**config.mk**
```make
export PLATFORM = sky130hd
export DESIGN_NAME = fcvt_top
export DESIGN_NICKNAME = d
export VERILOG_FILES = /design/src/rtl/fcvt_pkg.sv /design/src/rtl/fcvt_unpack.sv /design/src/rtl/fcvt_align.sv /design/src/rtl/fcvt_round_sat.sv /design/src/rtl/fcvt_top.sv
export SDC_FILE = /design/constraint.sdc
export NUM_CORES = 1
export LEC_CHECK = 0
export ABC_AREA = 1
export BUFFER_PORTS_ARGS = -buffer_cell sky130_fd_sc_hd__clkbuf_2
export CORE_MARGIN = 2
export CORE_UTILIZATION = 30
export CTS_BUF_LIST = sky130_fd_sc_hd__clkbuf_2 sky130_fd_sc_hd__clkbuf_4 sky130_fd_sc_hd__clkbuf_8
export DETAILED_ROUTE_END_ITERATION = 8
export PLACE_DENSITY = 0.47
export SKIP_LAST_GASP = 1
export SLEW_MARGIN = 20
export SYNTH_ARGS = -nofsm -noshare
export SYNTH_HDL_FRONTEND = slang
export SYNTH_HIERARCHICAL = 1
export SYNTH_SLANG_ARGS = --single-unit
```
**constraint.sdc**
```tcl
create_clock -name clk -period 14.5 [get_ports clk]
set_input_delay 0 -clock clk [delete_from_list [all_inputs] [get_ports clk]]
set_output_delay 0 -clock clk [all_outputs]
set_load 0.02 [all_outputs]
```
**src/rtl/fcvt_pkg.sv**
```systemverilog
package fcvt_pkg;
    localparam int OPND_W     = 64;
    localparam int DBL_EXP_W  = 11;
    localparam int DBL_FRAC_W = 52;
    localparam int DBL_BIAS   = 1023;
    localparam int SGL_EXP_W  = 8;
    localparam int SGL_FRAC_W = 23;
    localparam int SGL_BIAS   = 127;
    localparam int INT_W      = 64;
    localparam int NARROW_W   = 32;
    localparam int SIG_W      = DBL_FRAC_W + 1;
    localparam int EXP_W      = DBL_EXP_W + 2;
    localparam int SHIFT_W    = $clog2(INT_W);
    localparam int WIDE_W     = SIG_W + INT_W;
    localparam int MAG_W      = INT_W + 1;

    typedef enum logic [2:0] {
        OP_CVT  = 3'd0,
        OP_RND  = 3'd1,
        OP_TRN  = 3'd2,
        OP_CEIL = 3'd3,
        OP_FLR  = 3'd4
    } conv_op_e;

    typedef enum logic [1:0] {
        RM_NEAR = 2'd0,
        RM_ZERO = 2'd1,
        RM_POS  = 2'd2,
        RM_NEG  = 2'd3
    } rmode_e;

    // decoded operand, common to both source formats
    typedef struct packed {
        logic             sign;
        logic             is_nan;
        logic             is_inf;
        logic             is_zero;
        logic             is_sub;
        logic [EXP_W-1:0] exp;   // unbiased, two's complement
        logic [SIG_W-1:0] sig;   // hidden bit at the top
    } unpacked_t;

    // integer magnitude before rounding, with guard information
    typedef struct packed {
        logic [MAG_W-1:0] mag;
        logic             rnd;
        logic             stk;
        logic             big;
    } magn_t;

    function automatic rmode_e effective_mode(conv_op_e op, rmode_e cur);
        case (op)
            OP_RND:  return RM_NEAR;
            OP_TRN:  return RM_ZERO;
            OP_CEIL: return RM_POS;
            OP_FLR:  return RM_NEG;
            default: return cur;
        endcase
    endfunction

    function automatic logic need_increment(rmode_e m, logic sign, logic lsb,
                                            logic rnd, logic stk);
        case (m)
            RM_NEAR: return rnd & (stk | lsb);
            RM_ZERO: return 1'b0;
            RM_POS:  return (rnd | stk) & ~sign;
            default: return (rnd | stk) & sign;
        endcase
    endfunction
endpackage

```
**src/rtl/fcvt_unpack.sv**
```systemverilog
module fcvt_unpack
    import fcvt_pkg::*;
(
    input  logic [OPND_W-1:0] opnd,
    input  logic              is_double,
    output unpacked_t         up
);
    // one decoder per source format, selected by is_double
    for (genvar g = 0; g < 2; g++) begin : g_fmt
        localparam int EW   = (g == 1) ? DBL_EXP_W  : SGL_EXP_W;
        localparam int FW   = (g == 1) ? DBL_FRAC_W : SGL_FRAC_W;
        localparam int BIAS = (g == 1) ? DBL_BIAS   : SGL_BIAS;
        localparam int TOP  = EW + FW;

        logic [EW-1:0] ef;
        logic [FW-1:0] ff;
        unpacked_t     dec;

        assign ef = opnd[TOP-1 -: EW];
        assign ff = opnd[FW-1:0];

        always_comb begin
            dec.sign    = opnd[TOP];
            dec.is_nan  = (&ef) & (|ff);
            dec.is_inf  = (&ef) & ~(|ff);
            dec.is_zero = ~(|ef) & ~(|ff);
            dec.is_sub  = ~(|ef) & (|ff);
            dec.exp     = EXP_W'(ef) - EXP_W'(BIAS);
            dec.sig     = SIG_W'({1'b1, ff}) << (SIG_W - 1 - FW);
        end
    end

    assign up = is_double ? g_fmt[1].dec : g_fmt[0].dec;
endmodule

```
**src/rtl/fcvt_align.sv**
```systemverilog
module fcvt_align
    import fcvt_pkg::*;
(
    input  logic [EXP_W-1:0] exp,
    input  logic [SIG_W-1:0] sig,
    input  logic             is_zero,
    input  logic             is_sub,
    output magn_t            mg
);
    logic signed [EXP_W-1:0] e_s;
    logic [WIDE_W-1:0]       wide;

    assign e_s  = $signed(exp);
    // fixed point: integer part above bit SIG_W-1
    assign wide = {{INT_W{1'b0}}, sig} << exp[SHIFT_W-1:0];

    always_comb begin
        mg = '0;
        if (is_zero) begin
            mg.big = 1'b0;
        end else if (is_sub) begin
            mg.stk = 1'b1;
        end else if (e_s >= $signed(EXP_W'(INT_W))) begin
            mg.big = 1'b1;
        end else if (e_s >= 0) begin
            mg.mag = wide[WIDE_W-1 -: MAG_W];
            mg.rnd = wide[SIG_W-2];
            mg.stk = |wide[SIG_W-3:0];
        end else if (e_s == -1) begin
            mg.rnd = 1'b1;
            mg.stk = |sig[SIG_W-2:0];
        end else begin
            mg.stk = 1'b1;
        end
    end
endmodule

```
**src/rtl/fcvt_round_sat.sv**
```systemverilog
module fcvt_round_sat
    import fcvt_pkg::*;
(
    input  magn_t             mg,
    input  logic              sign,
    input  logic              is_nan,
    input  logic              is_inf,
    input  rmode_e            mode,
    input  logic              to_long,
    input  logic              ieee_sat,
    output logic [INT_W-1:0]  result,
    output logic              invalid,
    output logic              overflow,
    output logic              inexact
);
    logic             inc;
    logic [MAG_W-1:0] mag_r;
    logic [MAG_W-1:0] limit;
    logic             oor;
    logic             exc;
    logic [INT_W-1:0] signed_val;
    logic [INT_W-1:0] pos_max;
    logic [INT_W-1:0] neg_min;

    assign inc   = need_increment(mode, sign, mg.mag[0], mg.rnd, mg.stk);
    assign mag_r = mg.mag + MAG_W'(inc);
    assign limit = to_long ? (MAG_W'(1) << (INT_W - 1)) : (MAG_W'(1) << (NARROW_W - 1));
    // negative side may reach the limit itself, positive side may not
    assign oor   = mg.big | (sign ? (mag_r > limit) : (mag_r >= limit));
    assign exc   = is_nan | is_inf | oor;

    assign pos_max = to_long ? {1'b0, {(INT_W-1){1'b1}}}
                             : INT_W'({1'b0, {(NARROW_W-1){1'b1}}});
    assign neg_min = to_long ? {1'b1, {(INT_W-1){1'b0}}}
                             : INT_W'({1'b1, {(NARROW_W-1){1'b0}}});

    assign signed_val = sign ? (~mag_r[INT_W-1:0] + 1'b1) : mag_r[INT_W-1:0];

    always_comb begin
        invalid  = exc;
        overflow = exc & ~is_nan;
        inexact  = ~exc & (mg.rnd | mg.stk);
        if (exc) begin
            if (ieee_sat) begin
                result = is_nan ? '0 : (sign ? neg_min : pos_max);
            end else begin
                result = pos_max;
            end
        end else if (to_long) begin
            result = signed_val;
        end else begin
            result = {{(INT_W-NARROW_W){1'b0}}, signed_val[NARROW_W-1:0]};
        end
    end
endmodule

```
**src/rtl/fcvt_top.sv**
```systemverilog
module fcvt_top
    import fcvt_pkg::*;
(
    input  logic              clk,
    input  logic              rst,
    input  logic              req_valid,
    input  logic [OPND_W-1:0] req_operand,
    input  logic              req_is_double,
    input  logic              req_to_long,
    input  logic [2:0]        req_op,
    input  logic              req_ieee_sat,
    input  logic [1:0]        req_rmode,
    output logic              rsp_valid,
    output logic [INT_W-1:0]  rsp_result,
    output logic              rsp_invalid,
    output logic              rsp_overflow,
    output logic              rsp_inexact
);
    unpacked_t        up;
    magn_t            mg;
    rmode_e           mode;
    logic [INT_W-1:0] c_result;
    logic             c_invalid;
    logic             c_overflow;
    logic             c_inexact;

    assign mode = effective_mode(conv_op_e'(req_op), rmode_e'(req_rmode));

    fcvt_unpack u_unpack (
        .opnd      (req_operand),
        .is_double (req_is_double),
        .up        (up)
    );

    fcvt_align u_align (
        .exp     (up.exp),
        .sig     (up.sig),
        .is_zero (up.is_zero),
        .is_sub  (up.is_sub),
        .mg      (mg)
    );

    fcvt_round_sat u_round (
        .mg       (mg),
        .sign     (up.sign),
        .is_nan   (up.is_nan),
        .is_inf   (up.is_inf),
        .mode     (mode),
        .to_long  (req_to_long),
        .ieee_sat (req_ieee_sat),
        .result   (c_result),
        .invalid  (c_invalid),
        .overflow (c_overflow),
        .inexact  (c_inexact)
    );

    always_ff @(posedge clk) begin
        if (rst) begin
            rsp_valid    <= 1'b0;
            rsp_result   <= '0;
            rsp_invalid  <= 1'b0;
            rsp_overflow <= 1'b0;
            rsp_inexact  <= 1'b0;
        end else begin
            rsp_valid <= req_valid;
            if (req_valid) begin
                rsp_result   <= c_result;
                rsp_invalid  <= c_invalid;
                rsp_overflow <= c_overflow;
                rsp_inexact  <= c_inexact;
            end
        end
    end

    AST_RSP_FOLLOWS_REQ: assert property (@(posedge clk) disable iff (rst)
        req_valid |=> rsp_valid);
    AST_RSP_IDLE: assert property (@(posedge clk) disable iff (rst)
        !req_valid |=> !rsp_valid);
    AST_NARROW_UPPER_ZERO: assert property (@(posedge clk) disable iff (rst)
        (req_valid && !req_to_long) |=> (rsp_result[INT_W-1:NARROW_W] == '0));
    AST_SAT_NAN_ZERO: assert property (@(posedge clk) disable iff (rst)
        (req_valid && req_ieee_sat && up.is_nan) |=> (rsp_result == '0 && rsp_invalid));
    AST_LEGACY_FIXED: assert property (@(posedge clk) disable iff (rst)
        (req_valid && !req_ieee_sat && up.is_nan) |=>
        (rsp_result == ($past(req_to_long) ? 64'h7FFF_FFFF_FFFF_FFFF : 64'h0000_0000_7FFF_FFFF)));
    AST_INEXACT_EXCL: assert property (@(posedge clk) disable iff (rst)
        rsp_valid |-> !(rsp_invalid && rsp_inexact));
    AST_OVF_NEEDS_INV: assert property (@(posedge clk) disable iff (rst)
        (rsp_valid && rsp_overflow) |-> rsp_invalid);
    AST_INF_FLAGS: assert property (@(posedge clk) disable iff (rst)
        (req_valid && up.is_inf) |=> (rsp_overflow && rsp_invalid));
    AST_NAN_NO_OVF: assert property (@(posedge clk) disable iff (rst)
        (req_valid && up.is_nan) |=> (rsp_invalid && !rsp_overflow));
endmodule

```
Word level (Yosys, flattened, before mapping)
Index checks and enable logic that the tools add are counted.
{ "totals": {"in_bits": 75, "output_inout_bits": 68, "reg_bits": 68} }
{ "classes": {"n_reduce_logical": 9, "n_bitwise": 26, "eq_ne": 7, "n_lt_le_gt_ge": 4, "add_sub_neg": 4, "muxes": 24, "shifts": 1} }
{ "op_table": {"columns": ["op", "n"], "rows": [
  ["two-way mux 64 bit", 8],
  ["two-way mux 67 bit", 2],
  ["<< shifter 53 x 6 -> 117 bit", 1],
  ["OR reduction 52 bit", 2],
  ["two-way mux 71 bit", 1],
  ["two-way mux 66 bit", 1],
  ["adder 65 x 1 -> 65 bit", 1],
  [">= comparator 65 bit", 1],
  ["> comparator 65 bit", 1],
  ["two-way mux 65 bit", 1],
  ["adder 64 x 1 -> 64 bit (second input constant)", 1],
  ["NOT 64 bit", 1],
  ["two-way mux 63 bit", 1],
  ["OR reduction 51 bit", 1],
  ["OR reduction 23 bit", 1],
  ["bitwise AND 1 bit", 13],
  ["== test 13 x 1 -> 1 bit (second input constant)", 1],
  [">= comparator 13 x 1 -> 1 bit (second input constant)", 1],
  [">= comparator 13 x 8 -> 1 bit (second input constant)", 1],
  ["subtractor 11 x 10 -> 12 bit (second input constant)", 1],
  ["AND reduction 11 bit", 1],
  ["OR reduction 11 bit", 1],
  ["subtractor 8 x 7 -> 9 bit (second input constant)", 1],
  ["case mux 2 bit (4 select lines)", 1],
  ["other kinds (13)", 30]
]} }

Longest topological paths before layout
Gate-level depths: netlist of the first run.
{ "depth": {"depth_word": 20, "depth_mapped": 54, "ltp_nobuf": 49} }

Modules after synthesis
The synthesis of the first run kept the hierarchy.
{ "modules_own_cells": {"columns": ["mod", "cells_per_inst", "seq_area_each_um2", "n_inst", "area_each_um2"], "rows": [
  ["fcvt_round_sat", 1207, 0.0, 1, 5667.9],
  ["fcvt_align", 877, 0.0, 1, 4070.2],
  ["fcvt_top", 310, 1361.3, 1, 2473.6],
  ["fcvt_unpack", 314, 0.0, 1, 1332.5]
]} }

Least setup slack after synthesis of the first run
Ideal clock, no wire load.
{ "synth_path": {"path_type": "input-to-reg", "startpoint": "in req_is_double", "endpoint": "reg rsp_result[1]", "arrival_time_ns": 5.336, "setup_ns": 0.070, "path_slack_ns": 9.094, "required_time_ns": 14.430, "path_stages": 47, "path_cell_list": "inv_1 -> buf_2 -> buf_1 -> nand2_1 -> nand2_1 -> buf_2 -> buf_2 -> nand2_1 -> a21oi_1 -> nand2_1 -> nand2_1 -> o21ai_0 -> nand3_1 -> nor2_1 -> nand3_1 -> nand2_1 -> nand2_1 -> nand2_1 -> [11 not listed] -> nor4b_1 -> xor2_1 -> ha_1 -> inv_1 -> nor3_1 -> nand2_1 -> nor2_1 -> nand2_1 -> nor2_1 -> nand3_1 -> nand3_2 -> nor2b_4 -> buf_6 -> buf_6 -> nand2_1 -> nand2_1 -> nand2_1 -> a21oi_1"} }
{ "synth_rtl": {"columns": ["element", "line", "rtl"], "rows": [
  ["from (decl)", "fcvt_top.sv:8", "input logic req_is_double,"],
  ["to (signal assigned)", "fcvt_top.sv:67", "rsp_result <= c_result;"],
  ["to (decl)", "fcvt_top.sv:14", "output logic [INT_W-1:0] rsp_result,"]
]} }

==> results.md, run 1 <==
- Largest net degree at the start of global routing: 74
- NetSw: 0.458 mW
- Final std cells w/o fill: 3342
- Reg2reg start: rsp_result[6]
- Synth top area cells: nand2_1 (29%), nand3_1 (14%), nor2_1 (10%)
- Max cap viols: 0
- Fin. max-slew vios: 0
- Maximum VDD drop: 63.2 uV
- Status: completed
- Crit path DAT: 8.95 ns
- Least-Margin Pin Slew: 1.07 ns
- Top-area cell type share of the netlist area: 28.8%
- Final WL: 61700 um
- First-pass GRT wire length: 95200 um
- Total CTS buffers: 9
- Routed wl met2: 27100 um
- Metal-1 WL: 28500 um
- H-tree Lvls: 3
- Fin nets: 2832
- Post-synth EDFFs: 0
- Initial antenna violation count: 1
- Clk_lat worst skew: 0.34 ns
- Die area: 46900 um^2
- Routability Congestion: 0.967
- Critical Path Slowest Stage Cell: inv_2
- Die X-Extent: 216 um
- Hold path start: req_ieee_sat
- N_diodes: 0
- Register area share after synthesis: 10.1%
- Number of DRC markers in iteration 0: 1972
- Post-Syn Area: 13500 um^2
- Combinational share of power: 58.3%
- Number of routed nets with antenna violations: 0
- DR pass1 iterations: 5
- Crit path required time: 14.70 ns
- Net Sw Frac: 50.6%
- Kind of critical path: input port to register
- Final TNS setup: 0 ns
- Wirelength per Cell: 18.5 um
- I/O Buffers: 142
- I/O Pins: 143
- Vias: 17700
- Post-DP HPWL: 51000 um
- Leak: 6.90 nW
- Initial Utilization: 30.5%
- Cell row count: 77
- Post-synthesis net count: 2795
- Top cells by count, synth: nand2_1 (1041), nand3_1 (382), nor2_1 (370)
- Clock share of power: 18.8%
- WHS Path Cells: 6
- Longest Clk Path Bufs: 2
- FF+latch count, synth: 68
- Count leader, synth: nand2_1
- Area delta synth->final: 7.90%
- Reg power frac: 23.0%
- Global-route usage over all layers: 25.8%
- Sink Count: 68
- Int Power: 0.446 mW
- Synth area leader: nand2_1
- Highest metal used: met5
- Overflow left after global routing: 0
- Post-synth ARST share: 0%
- Clk_skew: 0 ns
- Post-cts hold buffer count: 0
- PD cells: 61.8 nW/um^2
- Cell variety after synth: 48
- Synth Warn #: 6
- Average cell area after synthesis: 5.00 um^2
- Core footprint: 44400 um^2
- CP max FO: 65
- Max transition margin: 28.7%
- Root Buffer: clkbuf_8
- Worst Setup End Kind: register
- Mapped Cells: 2708
- R2R depth: 2
- Vias per inst: 5.30
- Postcts setup bufs: 0
- Worst hold path class: input port to register
- Maximum clock frequency: 114 MHz
- Clock transition at the registers of the reported paths: 0.07 ns
- Hold Crit Endpoint: rsp_result[31]
- Worst path max stage delay: 0.58 ns
- CTS resizes: 0
- CTS tree: built
- Share of post-route cells with drive strength above 1: 11.2%
- Post-route DRC violation count: 0
- Synth Flop Type: dfxtp_1
- FF-to-FF End: rsp_result[6]
- Final Total Pwr: 0.904 mW
- Placed instance count: 3326
- Setup violators final: 0
- Min Tclk post-route: 8.74 ns
- Final hold vios: 0
- Die span in y: 216 um
- RSZ-0062 raised after global routing: no
- Metal3 WL: 4650 um
- Critical Path Start Type: input port
- Final Cycle Share: 60.3%
- Vias in the first global route: 16200
- FF-to-FF setup slack: 13.84 ns
- Top cell by count, worst path: nand2_1
## flip-flops by register name (all words and copies together) (netlist names)
name,cells
rsp_result,64
rsp_valid,1
rsp_overflow,1
rsp_invalid,1
rsp_inexact,1
## worst max-delay path, delay by kind of cell
| kind | cells | cell delay [ns] |
|---|---|---|
| and+or+nand+nor | 32 | 4.79 |
| xor gates and xnor gates | 1 | 0.17 |
| adders and majority gates | 2 | 0.74 |
| buffers and inverters | 8 | 2.32 |
| AOI/OAI and AO/OA | 6 | 0.76 |
## power groups by stage
| stage | Clock, mW | Combinational, mW | Sequential, mW |
|---|---|---|---|
| 6_report | 0.170 | 0.526 | 0.207 |
| 4_1_cts | 0.174 | 0.520 | 0.208 |
| 3_3_place_gp | 0 | 0.519 | 0.212 |
| 5_1_grt | 0.184 | 0.582 | 0.209 |
| 3_5_place_dp | 0 | 0.518 | 0.212 |
| 2_1_floorplan | 0 | 0.356 | 0.227 |
## metrics by stage
step / cell area, um^2 / utilization [%] / worst slack [ns] / hold WS (ns)
2_1_floorplan: 13500 / - / 9.09 / 0.314
3_3_place_gp: 14400 / 32.4 / 5.66 / 0.424
3_5_place_dp: 14400 / 32.4 / 5.54 / 0.425
4_1_cts: 14600 / 32.9 / 5.90 / 0.118
5_1_grt: 14600 / 32.9 / 4.89 / 0.155
6_report: 14600 / 32.9 / 5.76 / 0.147
## final cells by class
cell class,instances,area (um^2)
repair buffers,158,831
fillers,5311,29800
clock inverters,3,42.5
flip-flops and latches,68,1360
multi-input cells,2319,10700
clock buffers,13,179
well taps,592,741
inverters,189,711
## per-layer routing
metal	vias up	GRT usage, %
li1	8870	-
met1	8133	35.6
met2	653	41.7
met3	63	4.58
met4	2	5.73
met5	-	1.25
## placed cells by master, fill, tap and decap left out, types with 15 or more instances in the layout
| cell type | instances |
|---|---|
| nand2_1 | 1039 |
| clkbuf_2 | 142 |
| nand4_1 | 53 |
| buf_4 | 16 |
| dfxtp_1 | 68 |
| nor2_1 | 370 |
| nand3_1 | 382 |
| o22ai_1 | 25 |
| o21ai_0 | 80 |
| a31oi_1 | 17 |
| xor2_1 | 31 |
| nand2_2 | 28 |
| o21ai_2 | 31 |
| inv_1 | 178 |
| nor3_1 | 15 |
| nor2_2 | 22 |
| a21oi_1 | 82 |
| nor4_1 | 16 |
| o21ai_1 | 17 |
| nand3b_1 | 22 |
## cell families (layout without fill, tap and decap cells)
logic type	count (synthesis)	in the layout	synth area share, %
other cells	2	2	0.0554
simple gates	1987	1987	63.2
buf+inv	321	363	10.9
fa+ha+maj	12	12	1.11
flops	68	68	10.1
compound gates	278	278	12.1
mux	1	1	0.0739
xor+xnor	39	39	2.52
## worst max-delay path by stage
| stage | start | to | cells after the start |
|---|---|---|---|
| 2_1_floorplan | req_is_double | rsp_result[1] | 47 |
| 3_3_place_gp | req_is_double | rsp_result[30] | 49 |
| 3_5_place_dp | req_is_double | rsp_result[29] | 45 |
| 4_1_cts | req_is_double | rsp_result[29] | 45 |
| 5_1_grt | req_is_double | rsp_result[0] | 45 |
| 6_report | req_is_double | rsp_result[0] | 49 |
Power figures use the tool's default switching activity.
==> inputs of run 2 (changes only) <==
ABC_AREA = 0   (was 1)
PLACE_DENSITY = 0.49   (was 0.47)
clock period = 7.84 ns   (was 14.5 ns; I/O delays follow)
==> run 2 against run 1 <==
Net effect: register-to-register slack got worse by 6.6 ns; wire length decreased by 8.3%; hold slack got worse by 0.019 ns; core utilization grew 2.4 points; highest routed layer is now met4; clock skew stayed put; via count is 15% lower; sequential cell count unchanged; combinational power grew to 2.5 times the previous value; setup slack worse by 5.4 ns; synthesized cell count down 34%; first-iteration DRC count shrank 29%; sequential power grew 89%.
==> results.md, run 2 <==
- CP max FO: 33
- Synth Warn #: 6
- Vias in the first global route: 14400
- Crit path DAT: 7.69 ns
- I/O Pins: 143
- Root Buffer: clkbuf_8
- Clk_skew: 0 ns
- Area delta synth->final: 17.0%
- Die span in y: 220 um
- Max cap viols: 0
- Critical Path Slowest Stage Cell: a2111oi_0
- First-pass GRT wire length: 86700 um
- Wirelength per Cell: 21.9 um
- Post-synth ARST share: 0%
- Post-Syn Area: 14000 um^2
- Post-synth EDFFs: 0
- Routability Congestion: 0.987
- Net Sw Frac: 45.7%
- Area of placed instances: 16100 um^2
- N_diodes: 0
- Fin util: 35.3%
- Worst Setup End Kind: register
- Commonest non-fill, non-tap cells in the layout: nor2_1 (204), buf_4 (167), mux2i_1 (152), nand2_1 (148), clkbuf_2 (141)
- Vias: 15000
- PD cells: 126 nW/um^2
- Least-Margin Pin Slew: 0.973 ns
- Kind of critical path: input port to register
- Cell row count: 79
- NetSw: 0.938 mW
- Initial Utilization: 30.2%
- Overflow left after global routing: 0
- Final Total Pwr: 2.05 mW
- Die X-Extent: 220 um
- CTS tree: built
- Worst path max stage delay: 0.53 ns
- DR pass1 iterations: 5
- Top-area cell type share of the netlist area: 11.6%
- Average cell area after synthesis: 7.82 um^2
- Hold WS: 0.128 ns
- Final TNS setup: 0 ns
- Register with the highest flop count: rsp_result
- Synth area leader: mux4_2
- Post-synthesis net count: 1875
- Clk_lat worst skew: 0.36 ns
- Largest net degree at the start of global routing: 72
- Register area share after synthesis: 9.74%
- Setup violators final: 0
- Count leader, synth: nor2_1
- I/O Buffers: 142
- Final hold vios: 0
- Final Cycle Share: 95.2%
- Int Power: 1.11 mW
- Final WL: 56600 um
- Min Tclk post-route: 7.46 ns
- Commonest non-fill, non-tap cell in the layout: nor2_1
- Core footprint: 46300 um^2
- Worst hold path class: input port to register
- Maximum clock frequency: 134 MHz
- CTS resizes: 0
- Status: completed
- Share of post-route cells with drive strength above 1: 26.7%
- Fin area: 16300 um^2
- Top cell by count, worst path: buf_4
- Die area: 48300 um^2
- Crit path required time: 8.07 ns
- RSZ-0062 raised after global routing: no
- Fin nets: 2059
- Initial antenna violation count: 1
- Cell variety after synth: 107
- Top cells by count, synth: nor2_1 (204), mux2i_1 (154), nand2_1 (148)
- Reg power frac: 19.1%
- Synth Flop Type: dfxtp_1
- Post-cts hold buffer count: 0
- Max FFs per register: 64
- FF+latch count, synth: 68
- Longest Clk Path Bufs: 2
- Maximum VDD drop: 156 uV
- Total CTS buffers: 9
- Leak: 6.59 nW
- Vias per inst: 5.82
- Global-route usage over all layers: 22.9%
- Mapped Cells: 1788
- Max transition margin: 34.6%
- Sink Count: 68
- Clock transition at the registers of the reported paths: 0.08 ns
- H-tree Lvls: 3
- Critical Path Start Type: input port
- Post-DP HPWL: 46200 um
- Combinational share of power: 64.7%
- Number of DRC markers in iteration 0: 1392
- Synth top area cells: mux4_2 (12%), mux2i_1 (11%), dfxtp_1 (9.7%)
- Post-route DRC violation count: 0
- Postcts setup bufs: 0
- Fin. max-slew vios: 0
- Clock share of power: 16.2%
- Number of routed nets with antenna violations: 0
[run 2: critical path: cells and delay by family]
kind | cells | cell delay, ns
AO/OA/AOI/OAI | 8 | 2.52
AND/OR/NAND/NOR | 12 | 2.43
buffers and inverters | 7 | 1.37
adder cells (fa/ha/maj) | 2 | 0.41
multiplexers | 2 | 0.33
XOR/XNOR | 2 | 0.59
[run 2: metal layers]
layer	track usage [%]	share of wire (%)	vias up
met2	37.4	46	632
met1	31.0	45	7215
li1	-	-	7079
met3	1.44	4.9	107
met4	9.89	4.4	0
met5	0	0	-
[run 2: final timing paths]
check | from | end | slack, ns | cells past startpoint
max | req_operand[23] | rsp_result[10] | 0.38 | 33
min | req_valid | rsp_result[7] | 0.13 | 3
max reg2reg | rsp_result[24] | rsp_result[24] | 7.19 | 2
min reg2reg | rsp_result[55] | rsp_result[55] | 0.49 | 2
[run 2: power by group through the flow]
stage,logic [mW],registers [mW],clock network (mW)
3_3_place_gp,1.31,0.399,0
3_5_place_dp,1.30,0.400,0
5_1_grt,1.41,0.395,0.357
2_1_floorplan,0.824,0.432,0
4_1_cts,1.31,0.392,0.344
6_report,1.33,0.392,0.333
[run 2: stage by stage]
stage / std cells / setup WS, ns
after floorplan: 1788 / 0.491
after global routing: 2584 / 0.0516
after CTS: 2583 / 0.375
after global placement: 2567 / -0.0167
final: 2584 / 0.380
after detailed placement: 2567 / -0.00562
[run 2: layout make-up]
| class | instances | area (um^2) |
|---|---|---|
| sequential | 68 | 1360 |
| tap | 607 | 759 |
| inverter | 35 | 131 |
| timing repair buffer | 318 | 2160 |
| clock buffer | 11 | 145 |
| fill | 4962 | 29900 |
| clock inverter | 5 | 85.1 |
| multi-input combinational | 1540 | 11700 |
[run 2: kinds of logic (layout without fill, tap and decap cells)]
logic type | Yosys count | count (layout) | share of synthesized area, %
other cells | 2 | 2 | 0.0537
buf+inv | 181 | 369 | 6.98
mux | 297 | 297 | 28.4
xor+xnor | 138 | 138 | 8.65
simple gates | 769 | 769 | 28.9
compound gates | 321 | 322 | 16.2
fa+ha+maj | 12 | 12 | 1.07
flops | 68 | 68 | 9.74
==> inputs of run 3 (changes only) <==
==> constraint.sdc (replaced) <==
create_clock -name clk -period 7.84 [get_ports clk]
set_input_delay 0.784 -clock clk [delete_from_list [all_inputs] [get_ports clk]]
set_output_delay 0.784 -clock clk [all_outputs]
set_load 0.02 [all_outputs]
==> run 3 against run 2 <==
Net effect: die area is the same; count of clock-buffer cells in the layout shrank 2; wire length up 9.7%; setup slack got worse by 0.049 ns; largest cell class unchanged.
==> results.md, run 3 (synthesis results as in run 2) <==
- Area delta synth->final: 41.5%
- PD cells: 117 nW/um^2
- N_diodes: 0
- Crit path DAT: 7.80 ns
- Initial antenna violation count: 0
- Commonest non-fill, non-tap cell in the layout: buf_4
- Overflow left after global routing: 0
- Worst hold path class: register to register
- Clk_lat worst skew: 0.36 ns
- FF-to-FF setup slack: 7.19 ns
- Fin util: 42.8%
- Worst Setup End Kind: register
- Share of post-route cells with drive strength above 1: 40.8%
- Critical Path Start Type: input port
- H-tree Lvls: 3
- I/O Buffers: 142
- Fin. max-slew vios: 0
- Initial Utilization: 30.2%
- Root Buffer: clkbuf_8
- Largest net degree at the start of global routing: 69
- Register with the highest flop count: rsp_result
- Max FFs per register: 64
- Status: completed
- Setup violators final: 0
- Least-Margin Pin Slew: 0.938 ns
- Min Tclk post-route: 7.51 ns
- CP startpoint: req_operand[52]
- Total CTS buffers: 9
- Post-route DRC violation count: 0
- Crit path required time: 8.13 ns
- Reg2reg start: rsp_result[9]
- Die X-Extent: 220 um
- Hold WS: 0.494 ns
- Critical Path Slowest Stage Cell: or4b_4
- Max cap viols: 0
- Vias per inst: 5.47
- Top cell by count, worst path: buf_4
- Die area: 48300 um^2
- Die span in y: 220 um
- Core footprint: 46300 um^2
- Leak: 8.64 nW
- First-pass GRT wire length: 94600 um
- DR pass1 iterations: 5
- Maximum VDD drop: 155 uV
- Clock transition at the registers of the reported paths: 0.07 ns
- Wirelength per Cell: 20.8 um
- CTS tree: built
- Number of DRC markers in iteration 0: 1197
- Maximum clock frequency: 133 MHz
- FF-to-FF End: rsp_result[9]
- Final TNS setup: 0 ns
- Post-cts hold buffer count: 0
- Clk_skew: 0 ns
- Longest Clk Path Bufs: 2
- CP endpoint: rsp_result[42]
- I/O Pins: 143
- Final hold vios: 0
- Global-route usage over all layers: 25.0%
- Sink Count: 68
- Final Cycle Share: 95.8%
- R2R depth: 2
- Number of routed nets with antenna violations: 0
- Max transition margin: 37.4%
- Fin area: 19800 um^2
- Kind of critical path: input port to register
- Vias in the first global route: 16000
- Cell row count: 79
- CP max FO: 31
- Routability Congestion: 0.960
- Final WL: 62100 um
- Post-DP HPWL: 51200 um
- Fin nets: 2462
- Vias: 16300
- Area of placed instances: 19000 um^2
- Commonest non-fill, non-tap cells in the layout: buf_4 (551), nor2_1 (204), nand2_1 (148), mux2i_1 (142), clkbuf_2 (140)
- Worst path max stage delay: 0.61 ns
==> run 3: changes by cell type in the layout (fill, tap and decap cells not counted), moves of 3 or more <==
cell       previous run  this run
buf_12               10        15
buf_4               167       551
buf_6                 0         9
clkbuf_16             0         4
mux2i_1             152       142
mux2i_2               3        10
mux2i_4               1         4
nor4_1               62        55
nor4_2                3         8
o32ai_1               3         0
o32ai_2               0         3
==> run 3: power breakdown <==
part           internal, mW  total (mW)  leakage [nW]  switching, mW
Clock                 0.113       0.253        0.0775          0.141
Combinational         0.792        1.66          8.00          0.872
Sequential            0.375       0.391         0.561         0.0160
==> run 3: layout make-up <==
cell class                 count  area, um^2
timing repair buffer         720        5370
clock buffer                   9         124
tap                          607         759
multi-input combinational   1541       12000
sequential                    68        1360
inverter                      35         131
clock inverter                 6        41.3
fill                        4810       26500
==> run 3: worst max-delay path: cells and delay by family <==
kind / cells / cell delay [ns]
adders and majority gates: 4 / 1.00
and+or+nand+nor: 10 / 2.77
muxes: 3 / 0.87
buffers and inverters: 8 / 1.12
AOI/OAI and AO/OA: 9 / 1.23
==> run 3: layer usage <==
metal / vias up / wire length [um] / global-route usage (%)
li1: 7904 / - / -
met1: 7762 / 27700 / 32.8
met2: 542 / 29400 / 42.7
met3: 111 / 2420 / 1.34
met4: 0 / 2590 / 10.6
met5: - / 0 / 0
==> run 3: worst min path at each step <==
stage	start	to	slack (ns)	cells past startpoint
after floorplan	rsp_inexact	rsp_inexact	0.58	2
after global placement	rsp_result[39]	rsp_result[39]	0.47	2
after detailed placement	rsp_result[33]	rsp_result[33]	0.48	2
after CTS	rsp_result[33]	rsp_result[33]	0.50	2
after global routing	rsp_result[40]	rsp_result[40]	0.52	2
final	rsp_result[33]	rsp_result[33]	0.49	2
==> run 3: stage by stage <==
| stage | setup WS [ns] | total power [mW] | instances |
|---|---|---|---|
| floorplan | 0.0420 | 1.26 | 1788 |
| global placement | -0.368 | 1.95 | 2946 |
| detailed placement | -0.431 | 1.96 | 2946 |
| CTS | 0.00461 | 2.22 | 2962 |
| global route | -0.00310 | 2.44 | 2986 |
| finish | 0.331 | 2.31 | 2986 |
==> run 3: timing repair <==
action                                 CTS  global route
pin swaps                                1            14
resized for setup                        2            67
endpoints found under the hold margin    0             0
setup buffers                            0            19
setup endpoints to repair               15            67
cloned                                   1             5
